<file path="config.mk">
export PLATFORM = sky130hd
export DESIGN_NAME = vsat_pack
export DESIGN_NICKNAME = d
export VERILOG_FILES = /design/src/rtl/vsp_pkg.sv /design/src/rtl/vsp_lane_clamp.sv /design/src/rtl/vsp_pack_array.sv /design/src/rtl/vsp_result_reg.sv /design/src/rtl/vsp_sticky.sv /design/src/rtl/vsat_pack.sv
export SDC_FILE = /design/constraint.sdc
export NUM_CORES = 1
export LEC_CHECK = 0
export BUFFER_PORTS_ARGS = -buffer_cell sky130_fd_sc_hd__buf_2
export CORE_AREA = 2 2 154 156
export CTS_BUF_LIST = sky130_fd_sc_hd__clkbuf_2
export DETAILED_ROUTE_END_ITERATION = 7
export DIE_AREA = 0 0 156 158
export GPL_TIMING_DRIVEN = 1
export SETUP_SLACK_MARGIN = 0.2
export SKIP_CTS_REPAIR_TIMING = 1
export SYNTH_ARGS = -nofsm -noshare
export SYNTH_HDL_FRONTEND = slang
export SYNTH_SLANG_ARGS = --single-unit
</file>
<file path="constraint.sdc">
create_clock -name clk -period 2 [get_ports clk]
set_input_delay 0.1 -clock clk [delete_from_list [all_inputs] [get_ports clk]]
set_output_delay 0.1 -clock clk [all_outputs]
set_load 0.005 [all_outputs]
</file>
<file path="src/rtl/vsp_pkg.sv">
package vsp_pkg;

   // Output interpretation of a packed lane
   typedef enum logic {
      PACK_SIGNED   = 1'b0,
      PACK_UNSIGNED = 1'b1
   } pack_mode_e;

   // Default geometry of the unit
   localparam int unsigned DEF_LANE_IN_W   = 16;
   localparam int unsigned DEF_LANE_OUT_W  = 8;
   localparam int unsigned DEF_LANES_SRC   = 8;

endpackage

</file>
<file path="src/rtl/vsp_lane_clamp.sv">
module vsp_lane_clamp
   import vsp_pkg::*;
#(
   parameter int unsigned IN_W          = DEF_LANE_IN_W,
   parameter int unsigned OUT_W         = DEF_LANE_OUT_W,
   parameter bit          RANGE_BY_BITS = 1'b1
) (
   input  logic [IN_W-1:0]  lane_in,
   input  pack_mode_e       mode,
   output logic [OUT_W-1:0] lane_out,
   output logic             lane_sat
);

   localparam int          S_MAX_I = (2 ** (OUT_W - 1)) - 1;
   localparam int          S_MIN_I = -(2 ** (OUT_W - 1));
   localparam int          U_MAX_I = (2 ** OUT_W) - 1;
   localparam logic [OUT_W-1:0] S_MAX_V = {1'b0, {(OUT_W-1){1'b1}}};
   localparam logic [OUT_W-1:0] S_MIN_V = {1'b1, {(OUT_W-1){1'b0}}};
   localparam logic [OUT_W-1:0] U_MAX_V = {OUT_W{1'b1}};
   localparam logic [OUT_W-1:0] U_MIN_V = {OUT_W{1'b0}};

   logic sign_bit;
   logic s_over;
   logic s_under;
   logic u_over;
   logic u_under;

   assign sign_bit = lane_in[IN_W-1];

   generate
      if (RANGE_BY_BITS) begin : g_bits
         // Range detection from the discarded upper bits
         logic [IN_W-OUT_W:0] s_upper;
         logic                s_fits;
         logic                u_high_any;

         assign s_upper    = lane_in[IN_W-1:OUT_W-1];
         assign s_fits     = (&s_upper) | ~(|s_upper);
         assign u_high_any = |lane_in[IN_W-2:OUT_W];

         assign s_over  = ~s_fits & ~sign_bit;
         assign s_under = ~s_fits &  sign_bit;
         assign u_over  = ~sign_bit & u_high_any;
         assign u_under = sign_bit;
      end else begin : g_cmp
         // Range detection with full-width signed comparators
         int lane_val;

         assign lane_val = int'($signed(lane_in));
         assign s_over   = (lane_val > S_MAX_I);
         assign s_under  = (lane_val < S_MIN_I);
         assign u_over   = (lane_val > U_MAX_I);
         assign u_under  = (lane_val < 0);
      end
   endgenerate

   always_comb begin
      lane_out = lane_in[OUT_W-1:0];
      lane_sat = 1'b0;
      unique case (mode)
         PACK_SIGNED: begin
            if (s_over) begin
               lane_out = S_MAX_V;
               lane_sat = 1'b1;
            end else if (s_under) begin
               lane_out = S_MIN_V;
               lane_sat = 1'b1;
            end
         end
         PACK_UNSIGNED: begin
            if (u_over) begin
               lane_out = U_MAX_V;
               lane_sat = 1'b1;
            end else if (u_under) begin
               lane_out = U_MIN_V;
               lane_sat = 1'b1;
            end
         end
         default: begin
            lane_out = lane_in[OUT_W-1:0];
            lane_sat = 1'b0;
         end
      endcase
   end

endmodule

</file>
<file path="src/rtl/vsp_pack_array.sv">
module vsp_pack_array
   import vsp_pkg::*;
#(
   parameter int unsigned IN_W          = DEF_LANE_IN_W,
   parameter int unsigned OUT_W         = DEF_LANE_OUT_W,
   parameter int unsigned LANES         = DEF_LANES_SRC,
   parameter bit          RANGE_BY_BITS = 1'b1,
   localparam int unsigned SRC_W        = IN_W * LANES,
   localparam int unsigned RES_W        = OUT_W * LANES * 2
) (
   input  logic [SRC_W-1:0] src_hi,
   input  logic [SRC_W-1:0] src_lo,
   input  pack_mode_e       mode,
   output logic [RES_W-1:0] packed_out,
   output logic             any_sat
);

   localparam int unsigned TOTAL = LANES * 2;

   logic [TOTAL-1:0] lane_sat_vec;

   generate
      for (genvar gi = 0; gi < TOTAL; gi++) begin : g_lane
         // Lane gi: first operand for the upper half, second for the lower
         localparam int unsigned SRC_LANE = (gi < LANES) ? gi : gi - LANES;
         localparam int unsigned IN_TOP   = SRC_W - 1 - IN_W * SRC_LANE;
         localparam int unsigned OUT_TOP  = RES_W - 1 - OUT_W * gi;

         logic [IN_W-1:0]  lane_val;
         logic [OUT_W-1:0] lane_res;
         logic             lane_flag;

         if (gi < LANES) begin : g_from_hi
            assign lane_val = src_hi[IN_TOP -: IN_W];
         end else begin : g_from_lo
            assign lane_val = src_lo[IN_TOP -: IN_W];
         end

         vsp_lane_clamp #(
            .IN_W          (IN_W),
            .OUT_W         (OUT_W),
            .RANGE_BY_BITS (RANGE_BY_BITS)
         ) u_clamp (
            .lane_in  (lane_val),
            .mode     (mode),
            .lane_out (lane_res),
            .lane_sat (lane_flag)
         );

         assign packed_out[OUT_TOP -: OUT_W] = lane_res;
         assign lane_sat_vec[gi]             = lane_flag;
      end
   endgenerate

   assign any_sat = |lane_sat_vec;

endmodule

</file>
<file path="src/rtl/vsp_result_reg.sv">
module vsp_result_reg #(
   parameter int unsigned DATA_W = 128
) (
   input  logic              clk,
   input  logic              rst,
   input  logic              load,
   input  logic [DATA_W-1:0] d,
   output logic [DATA_W-1:0] q,
   output logic              q_valid
);

   always_ff @(posedge clk) begin
      if (rst) begin
         q       <= '0;
         q_valid <= 1'b0;
      end else begin
         q_valid <= load;
         if (load) begin
            q <= d;
         end
      end
   end

endmodule

</file>
<file path="src/rtl/vsp_sticky.sv">
module vsp_sticky (
   input  logic clk,
   input  logic rst,
   input  logic set_pulse,
   input  logic wr_en,
   input  logic wr_data,
   output logic flag
);

   logic flag_written;

   // Software write first, then a saturation event overrides it
   assign flag_written = wr_en ? wr_data : flag;

   always_ff @(posedge clk) begin
      if (rst) begin
         flag <= 1'b0;
      end else begin
         flag <= flag_written | set_pulse;
      end
   end

endmodule

</file>
<file path="src/rtl/vsat_pack.sv">
module vsat_pack
   import vsp_pkg::*;
#(
   parameter int unsigned LANE_IN_W     = DEF_LANE_IN_W,
   parameter int unsigned LANE_OUT_W    = DEF_LANE_OUT_W,
   parameter int unsigned LANES_PER_SRC = DEF_LANES_SRC,
   parameter bit          RANGE_BY_BITS = 1'b1,
   localparam int unsigned SRC_W        = LANE_IN_W * LANES_PER_SRC,
   localparam int unsigned RES_W        = LANE_OUT_W * LANES_PER_SRC * 2
) (
   input  logic             clk,
   input  logic             rst,
   input  logic             in_valid,
   input  logic [SRC_W-1:0] src_a,
   input  logic [SRC_W-1:0] src_b,
   input  logic             out_unsigned,
   input  logic             stat_wr_en,
   input  logic             stat_wr_data,
   output logic [RES_W-1:0] res_data,
   output logic             res_valid,
   output logic             sat_sticky
);

   // Elaboration-time parameter checks
   generate
      if (LANE_IN_W < LANE_OUT_W + 2) begin : g_bad_width
         $error("vsat_pack: input lane must be at least two bits wider than output lane");
      end
      if (LANES_PER_SRC < 1) begin : g_bad_lanes
         $error("vsat_pack: at least one lane per operand is required");
      end
   endgenerate

   pack_mode_e       mode_sel;
   logic [RES_W-1:0] packed_next;
   logic             op_sat;
   logic             sat_event;

   assign mode_sel  = pack_mode_e'(out_unsigned);
   assign sat_event = in_valid & op_sat;

   vsp_pack_array #(
      .IN_W          (LANE_IN_W),
      .OUT_W         (LANE_OUT_W),
      .LANES         (LANES_PER_SRC),
      .RANGE_BY_BITS (RANGE_BY_BITS)
   ) u_array (
      .src_hi     (src_a),
      .src_lo     (src_b),
      .mode       (mode_sel),
      .packed_out (packed_next),
      .any_sat    (op_sat)
   );

   vsp_result_reg #(
      .DATA_W (RES_W)
   ) u_result (
      .clk     (clk),
      .rst     (rst),
      .load    (in_valid),
      .d       (packed_next),
      .q       (res_data),
      .q_valid (res_valid)
   );

   vsp_sticky u_sticky (
      .clk       (clk),
      .rst       (rst),
      .set_pulse (sat_event),
      .wr_en     (stat_wr_en),
      .wr_data   (stat_wr_data),
      .flag      (sat_sticky)
   );

endmodule

</file>
==> reports/metrics.cfg <==
[outcome]
status=complete, but fails checks
failed_checks=hold timing

[worst_hold_path]
hold_start=src_a[79]
hold_end=u_result.q[101]$_SDFFE_PP0P_
hold_depth=5
hold_path_class=in -> reg

[place]
hpwlAfterDp_um=21810
dpl-instance-area_sq_um=9637
placement_setup_slack_ns=-0.2971
place_congestion=0.8461
buffer_ports.inserted=391

[clock_tree]
clkSinkCount=130
insertion_delay_ns=0.68
cts_inserted_buffers=17
max-clock-path-buffers=2
clock_slew_at_reported_path_ffs_ns=0.23
ctsHtreeMaxLevel=4
tritoncts=built
clock_root_buffer=clkbuf_2

[cells_and_area]
final_util=0.5300
final_net_count=1869
drive_gt1_frac=0.3099
area_overhead_of_the_layout_relative_to_synthesis_pct=73.66
final_design_instance_area_without_fill_sq_um=12220
nFillCells=2194

[detailed_routing]
avgViaCountPerCell=5.196
drc=0
dr_total_vias=9934
drt-pass1-iter-count=5
postRouteAntennaNets=0
post_drt_wl_per_cell_um=16.45
detailedRoute.firstIterationViolations=683
final_wl_um=31450

[global_routing]
vias_in_the_first_global_route=7873
grt_overflow_total=0
number_of_antenna_violations_at_the_first_check_in_global_routing=2
grt_max_degree=57
wire_length_of_the_first_global_routing_pass_um=41880
grt_use_total=0.2167

[timing]
setup_viol=0
finalCritPeriodShare=0.9226
rsz_0062_raised_after_global_routing=false
max_clock_freq_mhz=541.9
setup_slack_ns=0.1548
timing.max_slew.rel_slack=0.5412
finalWorstPathRequiredPeriod_ns=1.845
hold_viol=1
finalHoldWorstSlack_ns=-0.003453
max_slew.worst_pin.slew_ns=0.6691
fin_worst_skew_ns=0
slew_viol_final=0

[synth]
yosys_register_bits=130
synth_warnings=0
synth_flop_cell=dfxtp_1
ys_seq_area_frac=0.3699
synth_area_per_cell_sq_um=7.298
synthDistinctLibCells=44
synth_fp_nets=1226
async_reset_ff_frac=0
synth_top_area_frac=0.3699
synth_enable_flop_cells=0
syn_inst=964
netlist_top_cells_area=dfxtp_1 37%, nor2_1 9.7%, o21ai_0 7.0%
post-synth-top-area-cell=dfxtp_1
mappedNetlistArea_sq_um=7035

[flow_run]
maxCapViolCount=0

[die]
initial_core_util=0.3052
die_area_sq_um=24650
row_count=56
floorplan.core_area_sq_um=23050
die_h_um=158
chipWidth_um=156
io_pins=392

[setup_path]
highest_net_fanout_along_the_worst_path=7
timing.critical_path.from_type=input port
worstSetupPathType=in -> reg
worstPathRequired_ns=2.60
regToRegStartpoint=u_sticky.flag$_SDFF_PP0_
worstReg2RegEnd=u_sticky.flag$_SDFF_PP0_
ff2ff_setup_slack_ns=0.37
worst_ep_arrival_time_ns=2.45
worst_r2r_path_depth=4
critPathCaptureType=flip-flop

[power_and_ir_drop]
cellPowerDensity_nw_per_um2=510.1
total_power_w=0.006233
leakagePower_nw=5.334
worst_ir_drop_vdd_mv=0.2953

==> how the worst max path moves through the flow <==
stage	startpoint	to	slack (ns)
floorplan	src_a[125]	u_sticky.flag$_SDFF_PP0_	-0.006
global placement	src_a[125]	u_sticky.flag$_SDFF_PP0_	-0.26
detailed placement	src_a[125]	u_sticky.flag$_SDFF_PP0_	-0.30
CTS	src_a[125]	u_sticky.flag$_SDFF_PP0_	0.51
global route	src_b[23]	u_result.q[14]$_SDFFE_PP0P_	0.11
finish	src_a[125]	u_result.q[123]$_SDFFE_PP0P_	0.15
==> Yosys cell counts, drive strengths merged (19+ instances only) <==
master,n
nor2,182
dfxtp,130
o21ai,100
nand2,85
a21oi,84
clkbuf,66
nand2b,54
a211oi,47
o2111ai,42
nor3,22
o22ai,21
nand4,20
nor4,19
==> cell families after synthesis <==
logic type / count (synthesis) / share of synthesized area
flops: 130 / 0.3699
mux: 2 / 0.002846
compound gates: 333 / 0.2998
buf+inv: 73 / 0.03912
simple gates: 426 / 0.2883
==> layout by cell type, fill, tap and decap left out, types with 22 or more instances in the layout <==
| cell | synthesis | final |
|---|---|---|
| o21ai_0 | 99 | 99 |
| nand2_1 | 85 | 85 |
| nor3_1 | 22 | 22 |
| buf_4 | 0 | 68 |
| o2111ai_1 | 42 | 42 |
| nor2_1 | 182 | 181 |
| dfxtp_1 | 130 | 130 |
| dlygate4sd3_1 | 0 | 233 |
| nand2b_1 | 54 | 54 |
| a211oi_1 | 47 | 47 |
| buf_2 | 1 | 389 |
| a21oi_1 | 84 | 84 |
==> power breakdown <==
group / leakage, nW / internal, W / switching [W]
Combinational: 4.12 / 0.000871 / 0.000753
Sequential: 1.08 / 0.00277 / 0.0000915
Clock: 0.142 / 0.000594 / 0.00116
==> sequential cells by signal (all words and copies together), names as in the netlist <==
signal,flops
u_result.q_valid,1
u_sticky.flag,1
u_result.q,128
==> cell type report <==
cell class                      count  area [sq um]  area share
Antenna cell                        2         5.005   0.0004096
Timing Repair Buffer              692          4821      0.3946
Inverter                            5         18.77    0.001536
Clock inverter                     14         153.9     0.01260
Clock buffer                       18         90.09    0.007373
Sequential cell                   130          2603      0.2130
Multi-Input combinational cell    761          4164      0.3408
Tap cell                          290         362.8     0.02970
==> critical path, stage by stage <==
cell	delay, ns
buf_2	0.10
or4_4	0.54
nor4_4	0.36
a22o_4	0.16
buf_4	0.10
mux2i_1	0.21
nor2_1	0.19
o21ai_0	0.11
dlygate4sd3_1	0.57
==> per-layer routing <==
| layer | part of all wire | track usage |
|---|---|---|
| met5 | 0 | 0 |
| met4 | 0.024 | 0.07514 |
| met3 | 0.062 | 0.04900 |
| met2 | 0.50 | 0.3692 |
| met1 | 0.41 | 0.2699 |
==> metrics by stage <==
stage / hold slack (ns) / setup TNS, ns / instances
after CTS: -0.4854 / 0 / 1677
after global routing: -0.0002693 / 0 / 1912
after detailed placement: 0.3298 / -0.2972 / 1645
after global placement: 0.3337 / -0.2900 / 1645
final: -0.003453 / 0 / 1912
after floorplan: 0.2453 / -0.006024 / 964
Note: power is estimated with default switching activity, not from simulation.
